## config.mk

```make
export PLATFORM = sky130hd
export DESIGN_NAME = fsgn_unit
export DESIGN_NICKNAME = d
export VERILOG_FILES = /design/src/rtl/fsgn_pkg.sv /design/src/rtl/fsgn_unbox.sv /design/src/rtl/fsgn_classify.sv /design/src/rtl/fsgn_inject.sv /design/src/rtl/fsgn_unit.sv
export SDC_FILE = /design/constraint.sdc
export NUM_CORES = 1
export LEC_CHECK = 0
export BUFFER_PORTS_ARGS = -buffer_cell sky130_fd_sc_hd__buf_2
export CORE_MARGIN = 3
export CORE_UTILIZATION = 40
export DETAILED_ROUTE_END_ITERATION = 6
export PLACE_DENSITY_LB_ADDON = 0.12
export REMOVE_ABC_BUFFERS = 1
export SLEW_MARGIN = 20
export SYNTH_ARGS = -nofsm -noshare
export SYNTH_HDL_FRONTEND = slang
export SYNTH_SLANG_ARGS = --single-unit
export TNS_END_PERCENT = 50
```

## constraint.sdc

```tcl
create_clock -name clk -period 4.6 [get_ports clk]
set_clock_uncertainty 0.05 [all_clocks]
set_input_delay 0.46 -clock clk [delete_from_list [all_inputs] [get_ports clk]]
set_output_delay 0.46 -clock clk [all_outputs]
set_load 0.05 [all_outputs]
```

## src/rtl/fsgn_pkg.sv

```systemverilog
package fsgn_pkg;

  typedef enum logic [1:0] {
    SGN_COPY = 2'b00,
    SGN_NEG  = 2'b01,
    SGN_XOR  = 2'b10,
    SGN_ALT  = 2'b11
  } sgn_mode_e;

  typedef struct packed {
    logic is_nan;
    logic is_snan;
  } nan_cls_t;

endpackage

```

## src/rtl/fsgn_unbox.sv

```systemverilog
module fsgn_unbox #(
  parameter int EXP_D = 11,
  parameter int MAN_D = 52,
  parameter int EXP_S = 8,
  parameter int MAN_S = 23
) (
  input  logic                     is_dbl,
  input  logic [EXP_D+MAN_D:0]     raw,
  output logic [EXP_D+MAN_D:0]     opnd
);
  localparam int FLEN = 1 + EXP_D + MAN_D;
  localparam int SLEN = 1 + EXP_S + MAN_S;
  localparam int HLEN = FLEN - SLEN;
  localparam logic [SLEN-1:0] QNAN_S = {1'b0, {EXP_S{1'b1}}, 1'b1, {(MAN_S-1){1'b0}}};

  logic boxed;

  // A single value is only legal when the upper part is all ones.
  assign boxed = &raw[FLEN-1:SLEN];

  always_comb begin
    if (is_dbl)     opnd = raw;
    else if (boxed) opnd = raw;
    else            opnd = {{HLEN{1'b1}}, QNAN_S};
  end
endmodule

```

## src/rtl/fsgn_classify.sv

```systemverilog
module fsgn_classify
  import fsgn_pkg::*;
#(
  parameter int EXP_D = 11,
  parameter int MAN_D = 52,
  parameter int EXP_S = 8,
  parameter int MAN_S = 23
) (
  input  logic                   is_dbl,
  input  logic [EXP_D+MAN_D-1:0] mag,
  output nan_cls_t               cls
);
  localparam int SLEN = 1 + EXP_S + MAN_S;

  logic exp_ones_d, frac_nz_d, exp_ones_s, frac_nz_s;

  assign exp_ones_d = &mag[EXP_D+MAN_D-1:MAN_D];
  assign frac_nz_d  = |mag[MAN_D-1:0];
  assign exp_ones_s = &mag[SLEN-2:MAN_S];
  assign frac_nz_s  = |mag[MAN_S-1:0];

  always_comb begin
    if (is_dbl) begin
      cls.is_nan  = exp_ones_d & frac_nz_d;
      cls.is_snan = exp_ones_d & frac_nz_d & ~mag[MAN_D-1];
    end else begin
      cls.is_nan  = exp_ones_s & frac_nz_s;
      cls.is_snan = exp_ones_s & frac_nz_s & ~mag[MAN_S-1];
    end
  end
endmodule

```

## src/rtl/fsgn_inject.sv

```systemverilog
module fsgn_inject
  import fsgn_pkg::*;
#(
  parameter int EXP_D = 11,
  parameter int MAN_D = 52,
  parameter int EXP_S = 8,
  parameter int MAN_S = 23
) (
  input  logic                 is_dbl,
  input  logic [1:0]           sgn_mode,
  input  logic [EXP_D+MAN_D:0] a,
  input  logic                 b_sign_d,
  input  logic                 b_sign_s,
  output logic [EXP_D+MAN_D:0] raw
);
  localparam int FLEN = 1 + EXP_D + MAN_D;
  localparam int SLEN = 1 + EXP_S + MAN_S;
  localparam int HLEN = FLEN - SLEN;

  logic      sa, sb, s_new;
  sgn_mode_e mode;

  assign mode = sgn_mode_e'(sgn_mode);
  assign sa   = is_dbl ? a[FLEN-1] : a[SLEN-1];
  assign sb   = is_dbl ? b_sign_d  : b_sign_s;

  always_comb begin
    unique case (mode)
      SGN_NEG: s_new = ~sb;
      SGN_XOR: s_new = sa ^ sb;
      default: s_new = sb;
    endcase
  end

  always_comb begin
    if (is_dbl) raw = {s_new, a[FLEN-2:0]};
    else        raw = {{HLEN{1'b1}}, s_new, a[SLEN-2:0]};
  end
endmodule

```

## src/rtl/fsgn_unit.sv

```systemverilog
module fsgn_unit
  import fsgn_pkg::*;
#(
  parameter int EXP_D = 11,
  parameter int MAN_D = 52,
  parameter int EXP_S = 8,
  parameter int MAN_S = 23
) (
  input  logic                 clk,
  input  logic                 rst,
  input  logic [EXP_D+MAN_D:0] op_a,
  input  logic [EXP_D+MAN_D:0] op_b,
  input  logic                 is_dbl,
  input  logic [1:0]           sgn_mode,
  input  logic                 canon_en,
  output logic [EXP_D+MAN_D:0] result,
  output logic                 invalid
);
  localparam int FLEN  = 1 + EXP_D + MAN_D;
  localparam int SLEN  = 1 + EXP_S + MAN_S;
  localparam int HLEN  = FLEN - SLEN;
  localparam int NOPND = 2;
  localparam int NCLS  = NOPND + 1;
  localparam logic [FLEN-1:0] QNAN_D = {1'b0, {EXP_D{1'b1}}, 1'b1, {(MAN_D-1){1'b0}}};
  localparam logic [FLEN-1:0] QNAN_S = {{HLEN{1'b1}}, 1'b0, {EXP_S{1'b1}}, 1'b1, {(MAN_S-1){1'b0}}};

  logic [FLEN-1:0] opnd_in [NOPND];
  logic [FLEN-1:0] opnd    [NOPND];
  logic [FLEN-1:0] raw;
  logic [FLEN-1:0] cls_val [NCLS];
  nan_cls_t        cls     [NCLS];
  logic [NCLS-1:0] nan_vec, snan_vec;
  logic [FLEN-1:0] res_next;
  logic            inv_next;

  assign opnd_in[0] = op_a;
  assign opnd_in[1] = op_b;

  // Box check on each source operand.
  for (genvar g = 0; g < NOPND; g++) begin : g_unbox
    fsgn_unbox #(.EXP_D(EXP_D), .MAN_D(MAN_D), .EXP_S(EXP_S), .MAN_S(MAN_S)) u_unbox (
      .is_dbl (is_dbl),
      .raw    (opnd_in[g]),
      .opnd   (opnd[g])
    );
  end

  fsgn_inject #(.EXP_D(EXP_D), .MAN_D(MAN_D), .EXP_S(EXP_S), .MAN_S(MAN_S)) u_inject (
    .is_dbl   (is_dbl),
    .sgn_mode (sgn_mode),
    .a        (opnd[0]),
    .b_sign_d (opnd[1][FLEN-1]),
    .b_sign_s (opnd[1][SLEN-1]),
    .raw      (raw)
  );

  assign cls_val[0] = opnd[0];
  assign cls_val[1] = opnd[1];
  assign cls_val[2] = raw;

  // NaN classification of both operands and the raw result.
  for (genvar g = 0; g < NCLS; g++) begin : g_cls
    fsgn_classify #(.EXP_D(EXP_D), .MAN_D(MAN_D), .EXP_S(EXP_S), .MAN_S(MAN_S)) u_cls (
      .is_dbl (is_dbl),
      .mag    (cls_val[g][FLEN-2:0]),
      .cls    (cls[g])
    );
    assign nan_vec[g]  = cls[g].is_nan;
    assign snan_vec[g] = cls[g].is_snan;
  end

  always_comb begin
    res_next = raw;
    if (canon_en && (|nan_vec)) res_next = is_dbl ? QNAN_D : QNAN_S;
    inv_next = canon_en & (|snan_vec);
  end

  always_ff @(posedge clk) begin
    if (rst) begin
      result  <= '0;
      invalid <= 1'b0;
    end else begin
      result  <= res_next;
      invalid <= inv_next;
    end
  end

  // reset clears the registered outputs
  a_r1_reset_clear: assert property (@(posedge clk)
    rst |=> (result == '0 && !invalid));

  // single results always leave boxed
  a_r4_boxed_out: assert property (@(posedge clk) disable iff (rst)
    !is_dbl |=> (&result[FLEN-1:SLEN]));

  // double magnitude passes from A when canonicalization is off
  a_r3_dbl_mag: assert property (@(posedge clk) disable iff (rst)
    (is_dbl && !canon_en) |=> (result[FLEN-2:0] == $past(op_a[FLEN-2:0])));

  // no flag without the canonicalize enable
  a_r6_no_flag: assert property (@(posedge clk) disable iff (rst)
    !canon_en |=> !invalid);

  // a NaN in B alone forces the default double NaN
  a_r7_b_nan_canon: assert property (@(posedge clk) disable iff (rst)
    (canon_en && is_dbl && (&op_b[FLEN-2:MAN_D]) && (|op_b[MAN_D-1:0]))
      |=> (result == QNAN_D));

  // a signalling double NaN in A raises the flag
  a_r8_snan_flag: assert property (@(posedge clk) disable iff (rst)
    (canon_en && is_dbl && (&op_a[FLEN-2:MAN_D]) && (|op_a[MAN_D-1:0]) && !op_a[MAN_D-1])
      |=> invalid);

endmodule

```

-- Yosys cells after proc, flatten, opt, wreduce, memory -nomap -nowiden
Index checks and enable logic that the tools add are counted.
- equality and inequality tests: 2
- mux-type cells: 13
- reductions and logical operators: 17
- bitwise operators: 21
- operators by type and width (operator ; count):
    $mux 64 ; 7
    $reduce_or 52->1 ; 3
    $reduce_or 23->1 ; 3
    $reduce_and 32->1 ; 2
    $reduce_and 11->1 ; 3
    $reduce_and 8->1 ; 3
    $and 1x1->1 ; 13
    $not 1->1 ; 7
    $mux 2 ; 3
    $reduce_or 3->1 ; 2
    $eq 2x1->1 const B ; 1
    $eq 2x2->1 const B ; 1
    $mux 1 ; 2
    $pmux 1 s2 ; 1
    $logic_and 1x1->1 ; 1
    $xor 1x1->1 ; 1
- logic and storage cells: 55
- bits of input ports: 134
- bits in registers: 65
- output and inout port bits: 65

-- Logic depth before layout (Yosys ltp)
Gate-level depths: netlist (run 1).
- depth after elaboration: 14
- depth in mapped cells: 9
- depth with buffers taken out: 6

-- By module
Synthesis (run 1) repeated with hierarchy kept, for this count alone.
- cells, all modules: 526
- area total of the unflattened synthesis: 4493.1 um2
- modules (own cells, without submodules) (module ; cells an instance ; area an instance (um2) ; times used):
    fsgn_unit ; 196 ; 2239.6 ; 1
    fsgn_unbox ; 81 ; 546.8 ; 2
    fsgn_classify ; 29 ; 196.4 ; 3
    fsgn_inject ; 81 ; 570.5 ; 1

-- Worst setup path before layout (run 1)
Ideal clock, no wire load.
- kind: input -> register
- start point: in op_a[5]
- end point: reg result[30]
- required time: 4483 ps
- path buffers: 2
- data arrival time: 1950 ps
- setup slack: 2533 ps
- library setup time: 67 ps
- stages on the path: 8
- cells stage by stage: nor4_1 nand4_1 nor4_2 nor2_1 o31a_1 buf_6 buf_6 a21oi_2
- word-level cells in the longest chain between the ends: 9
- elaborated cells on any way between the ends: 16
- classes of those cells: mux (6); bitwise (4); reduce/logical (6)
- RTL lines (item ; RTL line ; text):
    start: declaration ; fsgn_unit.sv:11 ; input logic [EXP_D+MAN_D:0] op_a,
    $mux 64 ; fsgn_unbox.sv:23 ; else if (boxed) opnd = raw;
    $mux 64 (*) ; fsgn_unbox.sv:22 ; if (is_dbl) opnd = raw;
    $mux 64 ; fsgn_inject.sv:36 ; if (is_dbl) raw = {s_new, a[FLEN-2:0]};
    $reduce_or 52->1 / $reduce_or 23->1 (equally long branches) ; fsgn_classify.sv:18, fsgn_classify.sv:20 ;
    $and 1x1->1 (on tied branches) ; fsgn_classify.sv:24, fsgn_classify.sv:27 ;
    $mux 2 ; fsgn_classify.sv:23 ; if (is_dbl) begin
    $reduce_or 3->1 (*) ; fsgn_unit.sv:74 ; if (canon_en && (|nan_vec)) res_next = is_dbl ? QNAN_D : QNAN_S;
    $logic_and 1x1->1 (*) ; fsgn_unit.sv:74 ;
    $mux 64 (*) ; fsgn_unit.sv:74 ;
    end signal: assignment ; fsgn_unit.sv:83 ; result <= res_next;
    end: declaration ; fsgn_unit.sv:16 ; output logic [EXP_D+MAN_D:0] result,
Every way passes the cells marked *; elsewhere a longest branch is shown, timed or not.
A chain may end at the register's enable or synchronous reset.

-- Final worst setup path (run 1)
- start point: in is_dbl
- end point: reg result[0]
- word-level cells in the longest chain between the ends: 11
- elaborated cells on any way between the ends: 32
- classes of those cells: mux (10); bitwise (8); reduce/logical (14)
- RTL lines (item ; RTL line ; text):
    start: declaration ; fsgn_unit.sv:13 ; input logic is_dbl,
    $mux 64 ; fsgn_unbox.sv:22 ;
    $mux 1 (on tied branches) ; fsgn_inject.sv:24, fsgn_inject.sv:25 ;
    $xor 1x1->1 / $not 1->1 (equally long branches) ; fsgn_inject.sv:30, fsgn_inject.sv:29 ;
    $pmux 1 s2 ; fsgn_inject.sv:28 ; unique case (mode)
    $mux 64 ; fsgn_inject.sv:36 ;
    $reduce_or 52->1 ; fsgn_classify.sv:18 ; assign frac_nz_d = |mag[MAN_D-1:0];
    $and 1x1->1 ; fsgn_classify.sv:24 ; cls.is_nan = exp_ones_d & frac_nz_d;
    $mux 2 ; fsgn_classify.sv:23 ;
    $reduce_or 3->1 ; fsgn_unit.sv:74 ;
    $logic_and 1x1->1 ; fsgn_unit.sv:74 ;
    $mux 64 (*) ; fsgn_unit.sv:74 ;
Marked as above.

==> results of run 1 <==
==> path summary, 6_finish.rpt <==
check / depth (start not counted) / slack [ps] / endpoint
setup / recovery: 7 / 1870 / result[0]$_SDFF_PP0_
hold / removal: 3 / 320 / result[56]$_SDFF_PP0_
==> power by group through the flow <==
stage               logic [uW]  clock network, uW  registers (uW)
floorplan                 70.3                  0             759
global placement           338                  0             623
detailed placement         342                  0             623
CTS                        343                522             610
global route               365                558             614
finish                     342                508             610
==> state kept, by name (all words and copies together), names as in the netlist <==
register,count
result,64
invalid,1
==> per-layer routing <==
layer  up-vias  share of wire [%]  track usage [%]
met2       139                 49             36.8
met4         0               0.96             6.03
met1      1441                 40             25.4
li1       1532                  -                -
met3         8                 10             9.28
met5         -                  0                0
==> cell usage in the layout (no fill, tap or decap), drive strengths merged, types with 11 or more instances in the layout <==
cell,n
nor4b,22
clkbuf,11
buf,199
nor2,15
dfxtp,65
nand4,23
inv,38
nand2,13
a21oi,39
nor4,32
==> synth_stat cells (2+ instances only) <==
| library cell | instances |
|---|---|
| a21o_1 | 2 |
| a21oi_1 | 29 |
| a21oi_2 | 10 |
| a31oi_1 | 3 |
| buf_2 | 3 |
| buf_6 | 4 |
| clkbuf_1 | 10 |
| dfxtp_1 | 65 |
| ha_1 | 2 |
| inv_1 | 36 |
| nand2_1 | 13 |
| nand2b_1 | 3 |
| nand3_1 | 6 |
| nand4_1 | 23 |
| nor2_1 | 15 |
| nor2b_1 | 4 |
| nor3_1 | 4 |
| nor3b_1 | 2 |
| nor4_1 | 30 |
| nor4b_1 | 3 |
| nor4b_2 | 19 |
| o211ai_1 | 2 |
| o21ai_0 | 3 |
==> per-stage QoR <==
step,util (%),setup WS [ps],total power [uW],cells
finish,60.0,1870,1460,606
detailed placement,56.9,1520,965,590
global placement,56.9,1570,960,590
global route,60.0,1610,1540,606
CTS,60.0,1870,1470,606
floorplan,-,1620,830,295
==> cell type report <==
class / instances / area share, %
tap: 96 / 2.90
clock inverter: 5 / 1.48
timing repair buffer: 199 / 24.1
clock buffer: 11 / 3.65
inverter: 36 / 3.26
multi-input combinational: 194 / 33.2
sequential: 65 / 31.4
==> logic make-up (layout without fill, tap and decap cells) <==
kind of cell    Yosys count  after routing  share of synthesized area, %
mux                       2              2                         0.732
simple gates            130            130                          32.3
buf+inv                  53            251                          8.01
fa+ha+maj                 2              2                         0.862
compound gates           60             60                          13.3
flops                    65             65                          44.8
==> key figures, run 1 <==
Route
  • DRC Markers: 0
  • Vias: between 3000 and 4000
  • Initial DRC count: 84
  • Drt pass-1 iters: 4
  • Post-Route WL: a little over 9 mm
  • Vias per inst: just over 5
  • Antenna Nets Post-Route: 0
  • DR WL/cell: between 15 and 20 um

Timing
  • Fmax: about 370 MHz
  • Final Cycle Share: 59.3%
  • Setup TNS: 0 ps
  • Final Hold Vio Count: 0
  • Fin crit period: 2730 ps
  • Hold Worst Slack: 315 ps
  • RSZ-0062 raised after global routing: false
  • Slew @ Worst Pin: around 950 ps
  • Pins Over Slew Limit: 0
  • Worst rel slew slack: 36.7%
  • Final Setup Violations: 0

CTS
  • Clock slew at reported path FFs: 80 ps
  • CTS tree: built
  • # H-tree levels: 3
  • Cts hold-fix bufs: 0
  • TritonCTS Buffers: 9
  • PostCTS Resize Cnt: 0
  • CTS Sinks: 65
  • Root Driver: clkbuf_8
  • Postcts setup bufs: 0
  • CTS Buffer Depth: 2

Global route
  • Initial antenna violation count: 0
  • Total gr overflow: 0
  • Vias in the first global route: between 3000 and 4000
  • First-pass GRT wire length: ~15 mm
  • Gr usage total: ~22%
  • Largest net degree at the start of global routing: 39

Critical path
  • Setup crit start: is_dbl
  • Crit-path cells: buf_2, nand2_1, nor4_1, o21ai_0, nand4_1, o21a_2, nor4b_1
  • WP data arrival: roughly 2900 ps
  • CP max stage delay: 600 ps
  • Worst EP required: roughly 4700 ps
  • Crit-path slowest cell: o21a_2
  • Bufs and invs on worst path: 1
  • Cell family with most CP delay: simple AND/OR/NAND/NOR gates
  • Maximum fanout along the worst path: 35
  • Worst Setup End Kind: flip-flop
  • Setup CP Type: input pin to flip-flop
  • Worst setup SP type: input pin

Place
  • DP HPWL: about 7.3 mm
  • DP Area: 3930 sq um
  • I/O Buffers: 198
  • Placer congestion estimate: 0.824

Power
  • Peak supply drop: about 0.18 mV
  • Reg power frac: between 40% and 50%
  • P_leak: ~0.002 uW
  • Clk network pwr share: 34.8%
  • Gate power share: a little under a quarter
  • Switching power total: between 400 and 500 uW
  • Sw Share: 32.5%
  • P per Cell Area: 352 nW/um^2
  • Internal power: 986 uW

Yosys
  • Dominant cell type by area after synthesis: dfxtp_1
  • Top_reg_cell synth: dfxtp_1
  • Post-synthesis sequential area ratio: around 45%
  • Ranking of synthesized cells by area: dfxtp_1 45%, nor4b_2 9.8%, nor4_1 6.5%
  • Synth warn: 0
  • FF+latch count, synth: 65
  • Post-synth EDFFs: 0
  • Mapped Area: a little under 3000 sq um
  • Yosys cell types: 44
  • Syn avg cell area: roughly 9.3 sq um
  • Asr flop ratio synth: 0%
  • Top cell type's share of synthesized area: around 45%
  • Synth Instances: 312

Min path
  • HP Class: input pin to flip-flop
  • Hold Path Origin: op_a[56]

Flow run
  • Max-cap violations: 0

Finish
  • Share of layout cells above drive strength 1: around half
  • Cell area after layout: a little over 4000 sq um
  • Register area: 1300 sq um
  • Fill cell count: approximately 670
  • Multi-input logic area: around 1400 sq um
  • Area grow syn2layout: 42.7%
  • Layout Nets: between 600 and 700
  • N_diodes: 0

Floorplanning
  • Die area: a little over 8000 sq um
  • FP Rows: 30
  • Starting Density: between 40% and 50%
  • Die extent in y: 91.2 um
  • I/O pin total: a little under 200
  • Core Region: 6910 sq um
  • Die W: between 90 and 100 um

Run status
  • Status: finished clean
(Power assumes the default switching activity.)
==> inputs of run 2 (changes only) <==
Clock period 4.6 ns to 2.65 ns, I/O delays scaled along.
==> run 2 against run 1 <==
Compared with the run above:
- design area up 0.39%
- clock power grew 44%
- global-route usage is 0.67 points higher
- clock-buffer cell count unchanged
- critical endpoint is now result[2]$_SDFF_PP0_
- largest cell class unchanged
==> key figures, run 2 (synthesis results as in run 1) <==
Run status
  • Status: finished clean

Min path
  • HP Class: input pin to flip-flop

Timing
  • RSZ-0062 raised after global routing: false
  • Pins Over Slew Limit: 0
  • Fin crit period: around 2100 ps
  • Worst rel slew slack: a little under three fifths
  • Slew @ Worst Pin: 658 ps
  • Final Hold Vio Count: 0
  • Setup TNS: 0 ps
  • Fmax: a little under 500 MHz
  • Final Setup Violations: 0
  • Final Cycle Share: about 78%

Place
  • Placer congestion estimate: roughly 0.8
  • DP Area: ~4000 sq um
  • DP HPWL: approximately 7.5 mm
  • I/O Buffers: 198

Finish
  • Cell area after layout: around 4200 sq um
  • Share of layout cells above drive strength 1: between 40% and 50%
  • Area grow syn2layout: 43.3%
  • Final core occ: between 60% and 70%
  • Top flop regs: result (64), invalid (1)
  • Most common cell after layout, fill and taps aside: buf_2
  • Max FFs per register: 64
  • Commonest cells after routing, fill and taps aside: 198 x buf_2, 65 x dfxtp_1, 36 x inv_1, 30 x nor4_1, 29 x a21oi_1
  • Most flops, register: result
  • N_diodes: 0
  • Layout Nets: 647

Floorplanning
  • I/O pin total: a little under 200
  • Core Region: 6910 sq um
  • FP Rows: 30
  • Die W: 91.2 um
  • Die extent in y: 91.2 um
  • Die area: just over 8000 sq um
  • Starting Density: between 40% and 50%

Global route
  • Met2 usage: a little over a third
  • Initial antenna violation count: 0
  • Gr usage total: 22.5%
  • Global Route met3 Usage: 6.88%
  • Vias in the first global route: roughly 3100
  • Most Crowded Layer GR: met2
  • First-pass GRT wire length: approximately 15 mm
  • Met1 track demand over resource: 28.5%
  • Total gr overflow: 0
  • Largest net degree at the start of global routing: 30

Route
  • Post-Route WL: just over 9 mm
  • Drt pass-1 iters: 4
  • Vias per inst: around 5.1
  • Antenna Nets Post-Route: 0
  • DR WL/cell: around 15 um
  • Vias: between 3000 and 4000
  • Initial DRC count: 100
  • DRC Markers: 0

Critical path
  • Worst setup SP type: input pin
  • Setup CP Type: input pin to flip-flop
  • CP max stage delay: between 400 and 500 ps
  • Crit-path slowest cell: o21a_2
  • WP data arrival: 2260 ps
  • Maximum fanout along the worst path: 23
  • Worst Setup End Kind: flip-flop
  • Crit-path cells: buf_2, nor4_1, nand4_1, nor4_2, nor3b_1, o21a_2, nor4b_1
  • Worst EP required: 2830 ps

CTS
  • CTS tree: built
  • Clock slew at reported path FFs: 70 ps
  • TritonCTS Buffers: 9
  • CTS Buffer Depth: 2
  • Postcts setup bufs: 0
  • PostCTS Resize Cnt: 0
  • CTS Sinks: 65
  • # H-tree levels: 3
  • Cts hold-fix bufs: 0
  • Root Driver: clkbuf_8

Power
  • P per Cell Area: between 500 and 600 nW/um^2
  • Peak supply drop: around 0.26 mV
  • P_leak: around 0.002 uW

Flow run
  • Max-cap violations: 0
run 2: cell types whose count changed in the layout (fill, tap and decap cells not counted):
cell	before	now
a21boi_0	0	1
inv_6	2	0
clkinvlp_4	0	1
clkinv_4	1	2
clkbuf_1	0	1
a21boi_1	1	0
buf_4	1	6
clkbuf_8	11	10
buf_12	0	1
bufinv_16	1	0
run 2: area by class of cell:
type	instances	area, sq um
Clock buffer	11	141
Clock inverter	4	30.0
Fill cell	663	2750
Inverter	36	135
Multi-Input combinational cell	194	1380
Sequential cell	65	1300
Tap cell	96	120
Timing Repair Buffer	205	1060
run 2: layer usage:
metal | vias up | wire [um]
met2 | 151 | 4480
li1 | 1551 | -
met1 | 1421 | 3730
met5 | - | 0
met3 | 10 | 893
met4 | 0 | 123
run 2: report_power, final:
group / internal (uW) / switching [uW] / total (uW)
registers: 1040 / 15.6 / 1060
logic: 182 / 418 / 600
clock network: 361 / 372 / 734
total: 1590 / 806 / 2390
run 2: final timing paths:
kind / slack [ps] / depth (start not counted) / start / to
worst max-delay path: 570 / 7 / op_a[41] / result[2]$_SDFF_PP0_
worst min-delay path: 120 / 3 / op_a[58] / result[58]$_SDFF_PP0_
run 2: per-stage QoR:
step / hold WS [ps] / total power, uW / cells / setup slack [ps]
after floorplan: 284 / 1440 / 295 / -139
after global placement: 461 / 1680 / 596 / 235
after detailed placement: 467 / 1680 / 596 / 212
after CTS: 103 / 2420 / 611 / 575
after global routing: 120 / 2500 / 611 / 383
final: 120 / 2390 / 611 / 574
run 2: worst max-delay path, delay by kind of cell:
| family | cells | cell delay (ps) |
|---|---|---|
| simple gates | 5 | 1450 |
| compound gates | 1 | 430 |
| buf+inv | 1 | 100 |
==> inputs of run 3 (changes only) <==
Settings changed: CORE_UTILIZATION 40 to 37.
Clock period 2.65 ns to 1.8 ns, I/O delays scaled along.
==> run 3 against run 2 <==
Compared with the run above:
- worst setup slack got worse by 570 ps
- design area rose by 22%
- sequential share of layout area is 5.7 points lower
==> key figures, run 3 (synthesis results as in run 1) <==
Finish
  • Area grow syn2layout: 75.2%
  • Most common cell after layout, fill and taps aside: buf_2
  • Cell area after layout: 5090 sq um
  • Most flops, register: result
  • N_diodes: 0
  • Top flop regs: result (64), invalid (1)
  • Multi-input logic area: about 1600 sq um
  • Max FFs per register: between 60 and 70
  • Commonest cells after routing, fill and taps aside: 194 x buf_2, 69 x buf_4, 65 x dfxtp_1, 36 x inv_1, 29 x a21oi_1
  • Layout Nets: 716
  • Fill cell count: approximately 640
  • Register area: 1300 sq um
  • Share of layout cells above drive strength 1: between 50 and 60%

Global route
  • Gr usage total: roughly 22%
  • Largest net degree at the start of global routing: 30
  • First-pass GRT wire length: 15.2 mm
  • Total gr overflow: 0
  • Vias in the first global route: between 3000 and 4000
  • Initial antenna violation count: 0

Critical path
  • CP max stage delay: roughly 340 ps
  • Crit path to: result[19]$_SDFF_PP0_
  • Setup crit start: op_a[42]
  • Maximum fanout along the worst path: 6
  • Crit-path slowest cell: nor4_4
  • Worst Setup End Kind: flip-flop
  • Worst setup SP type: input pin
  • Crit-path cells: buf_2, nor4_2, nand4_1, buf_4, nor4_4, nor3b_2, o21a_4, clkbuf_16, nor4b_2
  • Setup CP Type: input pin to flip-flop
  • Worst path depth: 9
  • Worst EP required: around 2000 ps
  • Cell family with most CP delay: simple AND/OR/NAND/NOR gates
  • Bufs and invs on worst path: 3
  • WP data arrival: about 2000 ps

Power
  • P_leak: about 0.0025 uW
  • P per Cell Area: slightly below 800 nW/um^2
  • Peak supply drop: approximately 0.45 mV
  • Overall Power: between 3000 and 4000 uW

Place
  • DP Area: approximately 4500 sq um
  • I/O Buffers: between 150 and 200
  • Dpl ws: -402 ps
  • DP HPWL: approximately 8.0 mm
  • Placer congestion estimate: slightly below 0.8

Timing
  • Worst rel slew slack: a little under three quarters
  • Final Setup Violations: 0
  • Final Cycle Share: between 90% and 100%
  • Fmax: approximately 560 MHz
  • Fin crit period: 1800 ps
  • RSZ-0062 raised after global routing: true
  • Final Hold Vio Count: 0
  • Setup WS post-layout: 1.87 ps
  • Slew @ Worst Pin: around 430 ps
  • Pins Over Slew Limit: 0

Floorplanning
  • FP Rows: 31
  • Die area: 8950 sq um
  • Die extent in y: ~95 um
  • Core Region: roughly 7400 sq um
  • Starting Density: 39.0%
  • Die W: between 90 and 100 um
  • I/O pin total: 199

Route
  • DRC Markers: 0
  • DR WL/cell: 15.3 um
  • Post-Route WL: around 10 mm
  • Initial DRC count: 121
  • Vias: between 3000 and 4000
  • Antenna Nets Post-Route: 0
  • Drt pass-1 iters: 4
  • Vias per inst: slightly below 5

Flow run
  • Max-cap violations: 0

CTS
  • # H-tree levels: 3
  • Root Driver: clkbuf_8
  • CTS Buffer Depth: 2
  • CTS Sinks: 65
  • CTS tree: built
  • TritonCTS Buffers: 9
  • Clock slew at reported path FFs: roughly 80 ps

Min path
  • HP Class: input pin to flip-flop

Run status
  • Status: finished clean
## run 3: cell types whose count changed in the layout (fill, tap and decap cells not counted), sizes merged
cell | before | now
buf | 205 | 272
bufinv | 0 | 2
inv | 36 | 37
clkbuf | 11 | 12
clkinvlp | 1 | 0
## run 3: repair_timing
action                                  CTS  global route
hold buffers                              0             0
cloned                                    0             4
endpoints found under the setup margin   14            64
resized for setup                         3            45
setup buffers                             0             4
pin swaps                                 3            13
## run 3: final cells by class
class | instances | area share, %
Tap cell | 99 | 2.43
Multi-Input combinational cell | 194 | 32.0
Timing Repair Buffer | 274 | 33.0
Sequential cell | 65 | 25.6
Inverter | 36 | 2.66
Clock buffer | 10 | 2.51
Clock inverter | 6 | 1.80
## run 3: per-stage QoR
| step | hold WS [ps] | cells | utilization (%) | setup TNS, ps |
|---|---|---|---|---|
| finish | 27.6 | 684 | 68.3 | 0 |
| detailed placement | 381 | 660 | 60.3 | -17790 |
| CTS | 9.68 | 676 | 63.5 | -150 |
| global placement | 376 | 660 | 60.3 | -23650 |
| global route | 19.2 | 684 | 68.3 | -3800 |
| floorplan | 199 | 295 | - | -31320 |
## run 3: worst min-delay path, stage by stage
cell and delay, ps:
buf_2 100, inv_1 40, a21oi_1 50
## run 3: worst min path at each step
stage	end	cells after the start	slack, ps	startpoint
global route	result[56]$_SDFF_PP0_	3	20	op_a[56]
floorplan	result[52]$_SDFF_PP0_	1	200	rst
detailed placement	result[57]$_SDFF_PP0_	3	380	op_a[57]
finish	result[54]$_SDFF_PP0_	3	30	op_a[54]
CTS	result[57]$_SDFF_PP0_	3	10	op_a[57]
global placement	result[57]$_SDFF_PP0_	3	380	op_a[57]
## run 3: report_power, final
group          internal (uW)  switching (uW)
clock network            788             588
logic                    374             675
registers               1530            24.1
## run 3: layer usage
layer  routed length (um)  vias to the layer above  part of all wire, %  global-route usage (%)
met3                  795                       13                  7.6                    5.82
met4                  141                        0                  1.3                    8.89
met2                 5300                      138                   51                    38.7
li1                     -                     1688                    -                       -
met1                 4250                     1555                   40                    25.3
met5                    0                        -                    0                       0
